`config.mk`:
```
export PLATFORM = sky130hd
export DESIGN_NAME = gpio_port_bank
export DESIGN_NICKNAME = d
export VERILOG_FILES = /design/src/rtl/gpio_bank_pkg.sv /design/src/rtl/gpio_bank_sync.sv /design/src/rtl/gpio_bank_regs.sv /design/src/rtl/gpio_bank_pinmux.sv /design/src/rtl/gpio_port_bank.sv
export SDC_FILE = /design/constraint.sdc
export NUM_CORES = 1
export LEC_CHECK = 0
export BUFFER_PORTS_ARGS = -buffer_cell sky130_fd_sc_hd__buf_2
export CORE_MARGIN = 4
export CORE_UTILIZATION = 40
export DETAILED_ROUTE_END_ITERATION = 16
export MAX_ROUTING_LAYER = met4
export PLACE_DENSITY_LB_ADDON = 0.3
export SLEW_MARGIN = 15
export SYNTH_ARGS = -nofsm -noshare
export SYNTH_HDL_FRONTEND = slang
export SYNTH_SLANG_ARGS = --single-unit
```
`constraint.sdc`:
```
create_clock -name clk -period 1.4 [get_ports clk]
set_input_delay 0.14 -clock clk [delete_from_list [all_inputs] [get_ports clk]]
set_output_delay 0.14 -clock clk [all_outputs]
set_load 0.005 [all_outputs]
```
`src/rtl/gpio_bank_pkg.sv`:
```
package gpio_bank_pkg;
  localparam int unsigned BUS_W = 32;

  typedef enum logic [1:0] {
    SEL_MODE = 2'd0,
    SEL_DATA = 2'd1,
    SEL_PULL = 2'd2,
    SEL_NONE = 2'd3
  } reg_sel_e;

  typedef enum logic [1:0] {
    PM_INPUT  = 2'b00,
    PM_OUTPUT = 2'b01,
    PM_ALT_A  = 2'b10,
    PM_ALT_B  = 2'b11
  } pin_mode_e;
endpackage

```
`src/rtl/gpio_bank_sync.sv`:
```
module gpio_bank_sync #(
  parameter int unsigned WIDTH = 16
) (
  input  logic             clk,
  input  logic             rst_n,
  input  logic [WIDTH-1:0] async_in,
  output logic [WIDTH-1:0] sync_out
);
  logic [WIDTH-1:0] meta_q;

  always_ff @(posedge clk or negedge rst_n) begin
    if (!rst_n) begin
      meta_q   <= '0;
      sync_out <= '0;
    end else begin
      meta_q   <= async_in;
      sync_out <= meta_q;
    end
  end
endmodule

```
`src/rtl/gpio_bank_regs.sv`:
```
module gpio_bank_regs
  import gpio_bank_pkg::*;
#(
  parameter int unsigned NUM_PINS = 16,
  parameter bit          OUT_ONLY = 1'b0,
  parameter int unsigned MODE_W   = OUT_ONLY ? NUM_PINS : 2 * NUM_PINS
) (
  input  logic                clk,
  input  logic                rst_n,
  input  logic                wr_en,
  input  logic                rd_en,
  input  logic [3:0]          addr,
  input  logic [BUS_W-1:0]    wdata,
  input  logic [NUM_PINS-1:0] pin_sync,
  input  logic [NUM_PINS-1:0] is_input,
  output logic [MODE_W-1:0]   mode_q,
  output logic [NUM_PINS-1:0] latch_q,
  output logic [NUM_PINS-1:0] pull_q,
  output logic [BUS_W-1:0]    rdata,
  output logic                rd_valid
);
  reg_sel_e sel;
  assign sel = reg_sel_e'(addr[3:2]);

  always_ff @(posedge clk or negedge rst_n) begin
    if (!rst_n) begin
      mode_q  <= '0;
      latch_q <= '0;
      pull_q  <= '0;
    end else if (wr_en) begin
      case (sel)
        SEL_MODE: mode_q  <= wdata[MODE_W-1:0];
        SEL_DATA: latch_q <= wdata[NUM_PINS-1:0];
        SEL_PULL: if (!OUT_ONLY) pull_q <= wdata[NUM_PINS-1:0];
        default:  ;
      endcase
    end
  end

  logic [BUS_W-1:0]    rd_next;
  logic [NUM_PINS-1:0] data_view;

  assign data_view = (pin_sync & is_input) | (latch_q & ~is_input);

  always_comb begin
    rd_next = '0;
    case (sel)
      SEL_MODE: rd_next[MODE_W-1:0]   = mode_q;
      SEL_DATA: rd_next[NUM_PINS-1:0] = data_view;
      SEL_PULL: if (!OUT_ONLY) rd_next[NUM_PINS-1:0] = pull_q;
      default:  rd_next = '0;
    endcase
  end

  always_ff @(posedge clk or negedge rst_n) begin
    if (!rst_n) begin
      rdata    <= '0;
      rd_valid <= 1'b0;
    end else begin
      rd_valid <= rd_en;
      if (rd_en) rdata <= rd_next;
    end
  end

  AST_HOLE_WRITE_IGNORED: assert property (@(posedge clk) disable iff (!rst_n)
    (wr_en && addr[3:2] == 2'b11) |=> ($stable(mode_q) && $stable(latch_q) && $stable(pull_q)));
endmodule

```
`src/rtl/gpio_bank_pinmux.sv`:
```
module gpio_bank_pinmux
  import gpio_bank_pkg::*;
#(
  parameter int unsigned NUM_PINS = 16,
  parameter bit          OUT_ONLY = 1'b0,
  parameter int unsigned MODE_W   = OUT_ONLY ? NUM_PINS : 2 * NUM_PINS
) (
  input  logic                clk,
  input  logic                rst_n,
  input  logic [MODE_W-1:0]   mode_q,
  input  logic [NUM_PINS-1:0] latch_q,
  input  logic [NUM_PINS-1:0] pull_q,
  input  logic [NUM_PINS-1:0] alt_out,
  output logic [NUM_PINS-1:0] pin_out,
  output logic [NUM_PINS-1:0] pin_oe,
  output logic [NUM_PINS-1:0] pin_alt_sel,
  output logic [NUM_PINS-1:0] pull_en,
  output logic [NUM_PINS-1:0] is_input
);
  for (genvar p = 0; p < NUM_PINS; p++) begin : g_pin
    if (OUT_ONLY) begin : g_oo
      logic special;
      assign special        = mode_q[p];
      assign pin_alt_sel[p] = special;
      assign pin_oe[p]      = 1'b1;
      assign pin_out[p]     = special ? alt_out[p] : latch_q[p];
      assign pull_en[p]     = 1'b0;
      assign is_input[p]    = 1'b0;
    end else begin : g_std
      pin_mode_e mode;
      logic      special;
      assign mode           = pin_mode_e'(mode_q[2*p+1:2*p]);
      assign special        = (mode == PM_ALT_A) || (mode == PM_ALT_B);
      assign pin_alt_sel[p] = special;
      assign pin_oe[p]      = special || (mode == PM_OUTPUT);
      assign pin_out[p]     = special ? alt_out[p] : latch_q[p];
      assign pull_en[p]     = ~pull_q[p];
      assign is_input[p]    = (mode == PM_INPUT);
    end

    AST_ALT_DRIVES_PAD: assert property (@(posedge clk) disable iff (!rst_n)
      pin_alt_sel[p] |-> pin_oe[p]);
    AST_INPUT_NOT_DRIVEN: assert property (@(posedge clk) disable iff (!rst_n)
      is_input[p] |-> (!pin_oe[p] && !pin_alt_sel[p]));
  end
endmodule

```
`src/rtl/gpio_port_bank.sv`:
```
module gpio_port_bank
  import gpio_bank_pkg::*;
#(
  parameter int unsigned NUM_PINS = 16,
  parameter bit          OUT_ONLY = 1'b0
) (
  input  logic                clk,
  input  logic                rst_n,
  input  logic                wr_en,
  input  logic                rd_en,
  input  logic [3:0]          addr,
  input  logic [31:0]         wdata,
  output logic [31:0]         rdata,
  output logic                rd_valid,
  input  logic [NUM_PINS-1:0] pin_in,
  input  logic [NUM_PINS-1:0] alt_out,
  output logic [NUM_PINS-1:0] pin_out,
  output logic [NUM_PINS-1:0] pin_oe,
  output logic [NUM_PINS-1:0] pin_alt_sel,
  output logic [NUM_PINS-1:0] pull_en
);
  localparam int unsigned MODE_W = OUT_ONLY ? NUM_PINS : 2 * NUM_PINS;

  logic [MODE_W-1:0]   mode_q;
  logic [NUM_PINS-1:0] latch_q;
  logic [NUM_PINS-1:0] pull_q;
  logic [NUM_PINS-1:0] pin_sync;
  logic [NUM_PINS-1:0] is_input;

  gpio_bank_sync #(.WIDTH(NUM_PINS)) u_sync (
    .clk      (clk),
    .rst_n    (rst_n),
    .async_in (pin_in),
    .sync_out (pin_sync)
  );

  gpio_bank_regs #(.NUM_PINS(NUM_PINS), .OUT_ONLY(OUT_ONLY), .MODE_W(MODE_W)) u_regs (
    .clk      (clk),
    .rst_n    (rst_n),
    .wr_en    (wr_en),
    .rd_en    (rd_en),
    .addr     (addr),
    .wdata    (wdata),
    .pin_sync (pin_sync),
    .is_input (is_input),
    .mode_q   (mode_q),
    .latch_q  (latch_q),
    .pull_q   (pull_q),
    .rdata    (rdata),
    .rd_valid (rd_valid)
  );

  gpio_bank_pinmux #(.NUM_PINS(NUM_PINS), .OUT_ONLY(OUT_ONLY), .MODE_W(MODE_W)) u_mux (
    .clk         (clk),
    .rst_n       (rst_n),
    .mode_q      (mode_q),
    .latch_q     (latch_q),
    .pull_q      (pull_q),
    .alt_out     (alt_out),
    .pin_out     (pin_out),
    .pin_oe      (pin_oe),
    .pin_alt_sel (pin_alt_sel),
    .pull_en     (pull_en),
    .is_input    (is_input)
  );

  AST_PULL_FOLLOWS_WRITE: assert property (@(posedge clk) disable iff (!rst_n)
    (!OUT_ONLY && wr_en && addr[3:2] == 2'b10) |=> (pull_en == ~$past(wdata[NUM_PINS-1:0])));
endmodule

```
==> impl_metrics.sql <==
INSERT INTO impl_metrics (metric_group, metric, value, unit) VALUES
('run_status', 'status', 'finished, violations left', ''),
('run_status', 'failing_checks', 'negative setup slack', ''),
('timing', 'post-route-worst-setup-slack', '-0.08523', 'ns'),
('worst_setup_path', 'critPathCaptureType', 'output port', ''),
('route', 'routed_wirelength', '14060', 'um'),
('cells_and_area', 'antenna-diode-count', '0', ''),
('worst_hold_path', 'hold_class', 'in2reg', ''),
('route', 'routed-via-count', '3901', ''),
('die', 'die_height', '124.1', 'um'),
('logic_synthesis', 'syn-instance-count', '406', ''),
('placement', 'gp_routability_congestion', '0.7860', ''),
('logic_synthesis', 'post_synth_xor_area_fraction', '0', '%'),
('placement', 'dpl.cell_count', '723', ''),
('logic_synthesis', 'synth_adder_area_share', '0', '%'),
('timing', 'slew_viol_final', '0', ''),
('logic_synthesis', 'synthesis.area', '5389', 'um2'),
('logic_synthesis', 'synth_top_family_by_area', 'multiplexers', ''),
('timing', 'fin_worst_skew', '0.005067', 'ns'),
('grt', 'via_count_of_the_first_global_routing_pass', '4065', ''),
('logic_synthesis', 'synth.area.mux_share', '22.66', '%'),
('timing', 'period_share', '106.1', '%'),
('route', 'wl_per_cell', '17.11', 'um'),
('timing', 'fmaxAchievable', '673.3', 'MHz'),
('route', 'detailedRoute.firstIterationViolations', '164', ''),
('timing', 'final_period_minus_worst_setup_slack', '1.485', 'ns'),
('die', 'dieWidth', '124.1', 'um'),
('cells_and_area', 'post_layout_cell_count', '822', ''),
('logic_synthesis', 'netlist_top_cells_area', 'dfrtp_1, mux2_2, mux2i_1', ''),
('timing', 'timing.slew.headroom', '76.85', '%'),
('grt', 'globalRouteTotalUtil', '19.09', '%'),
('logic_synthesis', 'yosysWarningCount', '0', ''),
('die', 'placeableCoreArea', '13240', 'um2'),
('logic_synthesis', 'synth_simple_gate_area_share', '6.060', '%'),
('die', 'rows', '42', ''),
('timing', 'final_setup_violation_count', '11', ''),
('clocking', 'maximum_count_of_clock_buffers_along_a_single_path', '2', ''),
('logic_synthesis', 'synth_top_cell_area_share', '59.90', '%'),
('logic_synthesis', 'synthesis.area_per_instance', '13.27', 'um2'),
('timing', 'tns', '-0.4896', 'ns'),
('pwr', 'static-leakage-power', '3.896', 'nW'),
('cells_and_area', 'mostFrequentLayoutCells', 'buf_2, dfrtp_1, mux2_2', ''),
('clocking', 'cts.htree.levels', '4', ''),
('die', 'floorplan.die_area', '15390', 'um2'),
('placement', 'place.port_buffers', '166', ''),
('worst_setup_path', 'timing.critical_path.cells', 'buf_6 > mux2_4 > buf_6', ''),
('logic_synthesis', 'sequential_element_share_of_the_synthesized_area', '59.90', '%'),
('worst_setup_path', 'crit_path_top_delay_cell', 'dfrtp_1', ''),
('cells_and_area', 'layout.cells.most_common', 'buf_2', ''),
('flow_run', 'max_cap_violations', '0', ''),
('route', 'detailed_route_drc_error_count', '0', ''),
('clocking', 'tritoncts_clock_tree', 'done', ''),
('logic_synthesis', 'synth_fp_nets', '478', ''),
('grt', 'overflow', '0', ''),
('route', 'antenna_left', '0', ''),
('grt', 'grt_start_max_net_pins', '41', ''),
('die', 'start_util', '40.69', '%'),
('pwr', 'total_power', '11.97', 'mW'),
('worst_setup_path', 'path_delay_family', 'flip-flops', ''),
('logic_synthesis', 'netlist.top_cell.by_area', 'dfrtp_1', ''),
('worst_setup_path', 'crit_type', 'reg2out', ''),
('pwr', 'power.ir.vdd_worst', '0.8132', 'mV'),
('worst_setup_path', 'path_buf_inv', '2', ''),
('logic_synthesis', 'ys_ff_latch', '129', ''),
('clocking', 'clock-sinks', '129', ''),
('placement', 'placed_cell_areas', '6406', 'um2'),
('worst_setup_path', 'cp.required', '1.26', 'ns'),
('route', 'routed_via_density', '4.746', ''),
('placement', 'place.detailed.hpwl', '9299', 'um'),
('route', 'dr.pass1.iters', '4', ''),
('worst_setup_path', 'cpPeakStageDelay', '0.39', 'ns'),
('clocking', 'source_to_sink_clock_delay_at_the_later_pin_of_the_worst_skew_pair', '0.41', 'ns');
[metrics by stage]
| step | hold slack (ns) | setup slack (ns) |
|---|---|---|
| 2_1_floorplan | -0.1556 | 0.1520 |
| 3_3_place_gp | 0.05379 | 0.1497 |
| 3_5_place_dp | 0.06048 | 0.1295 |
| 4_1_cts | 0.002864 | -0.1047 |
| 5_1_grt | 0.01349 | -0.1277 |
| 6_report | 0.02523 | -0.08523 |
[worst register-to-register path: cells and delay by family, from the launching register on]
family | cells | cell delay, ns
AND/OR/NAND/NOR | 1 | 0.27
AO/OA/AOI/OAI | 1 | 0.11
multiplexers | 1 | 0.13
buffers and inverters | 1 | 0.14
flip-flops | 1 | 0.41
[synth_stat cells]
master / n
and2b_1: 1
buf_2: 5
buf_4: 17
buf_6: 4
clkbuf_1: 20
dfrtp_1: 129
inv_1: 32
mux2_1: 2
mux2_2: 78
mux2i_1: 32
nand2_1: 17
nand2_2: 1
nand2b_1: 17
nand3b_2: 1
nor3b_2: 1
nor3b_4: 1
o21ai_0: 16
o221ai_1: 16
or2_2: 16
[power breakdown]
group	leakage [nW]	internal [mW]	switching, mW
clock network	0.321	3.24	1.54
registers	1.56	4.26	0.397
logic	2.01	1.56	0.970
total	3.90	9.06	2.90
[timing repair]
| item | in CTS | in global routing |
|---|---|---|
| endpoints found under the setup margin | 32 | 27 |
| hold buffers | 48 | 0 |
| cloned | 0 | 0 |
| resized for setup | 41 | 10 |
| pin swaps | 3 | 8 |
| setup buffers | 14 | 5 |
| hold endpoints to repair | 202 | 0 |
[area by class of cell]
class                      count  area [um2]
tap                          176       220.2
inverter                      32       120.1
multi-input combinational    199        1851
clock buffer                  21       460.4
sequential                   129        3229
fill                        1073        5356
timing repair buffer         254        1822
clock inverter                11       183.9
[worst paths after layout]
path	slack [ns]	cells after the start	start	endpoint
worst min-delay path	0.03	2	wdata[8]	u_regs.mode_q[8]
worst min register to register	0.35	0	u_sync.meta_q[9]	u_sync.sync_out[9]
worst max register to register	0.21	4	u_regs.mode_q[15]	u_regs.rdata[7]
min in group asynchronous	0.19	2	rst_n	u_regs.rdata[17]
worst max-delay path	-0.09	3	u_regs.mode_q[23]	pin_out[11]
max in group asynchronous	0.64	3	rst_n	u_regs.rdata[9]
[state kept, by name, summed over array words and instances, names as in the netlist]
register,count
u_sync.sync_out,16
u_regs.pull_q,16
u_regs.rd_valid,1
u_sync.meta_q,16
u_regs.mode_q,32
u_regs.rdata,32
u_regs.latch_q,16
[kinds of logic after synthesis]
family                 after synthesis
multiplexers                       112
AND/OR/NAND/NOR                     55
buffers and inverters               78
AO/OA/AOI/OAI                       32
flip-flops                         129
[layer usage]
metal	vias up	share of wire (%)	track usage, %
met3	19	6.5	5.313
met1	1941	44	23.83
li1	1808	-	-
met2	133	48	29.97
met5	-	0	-
met4	0	1.7	6.845
(Power assumes the default switching activity.)
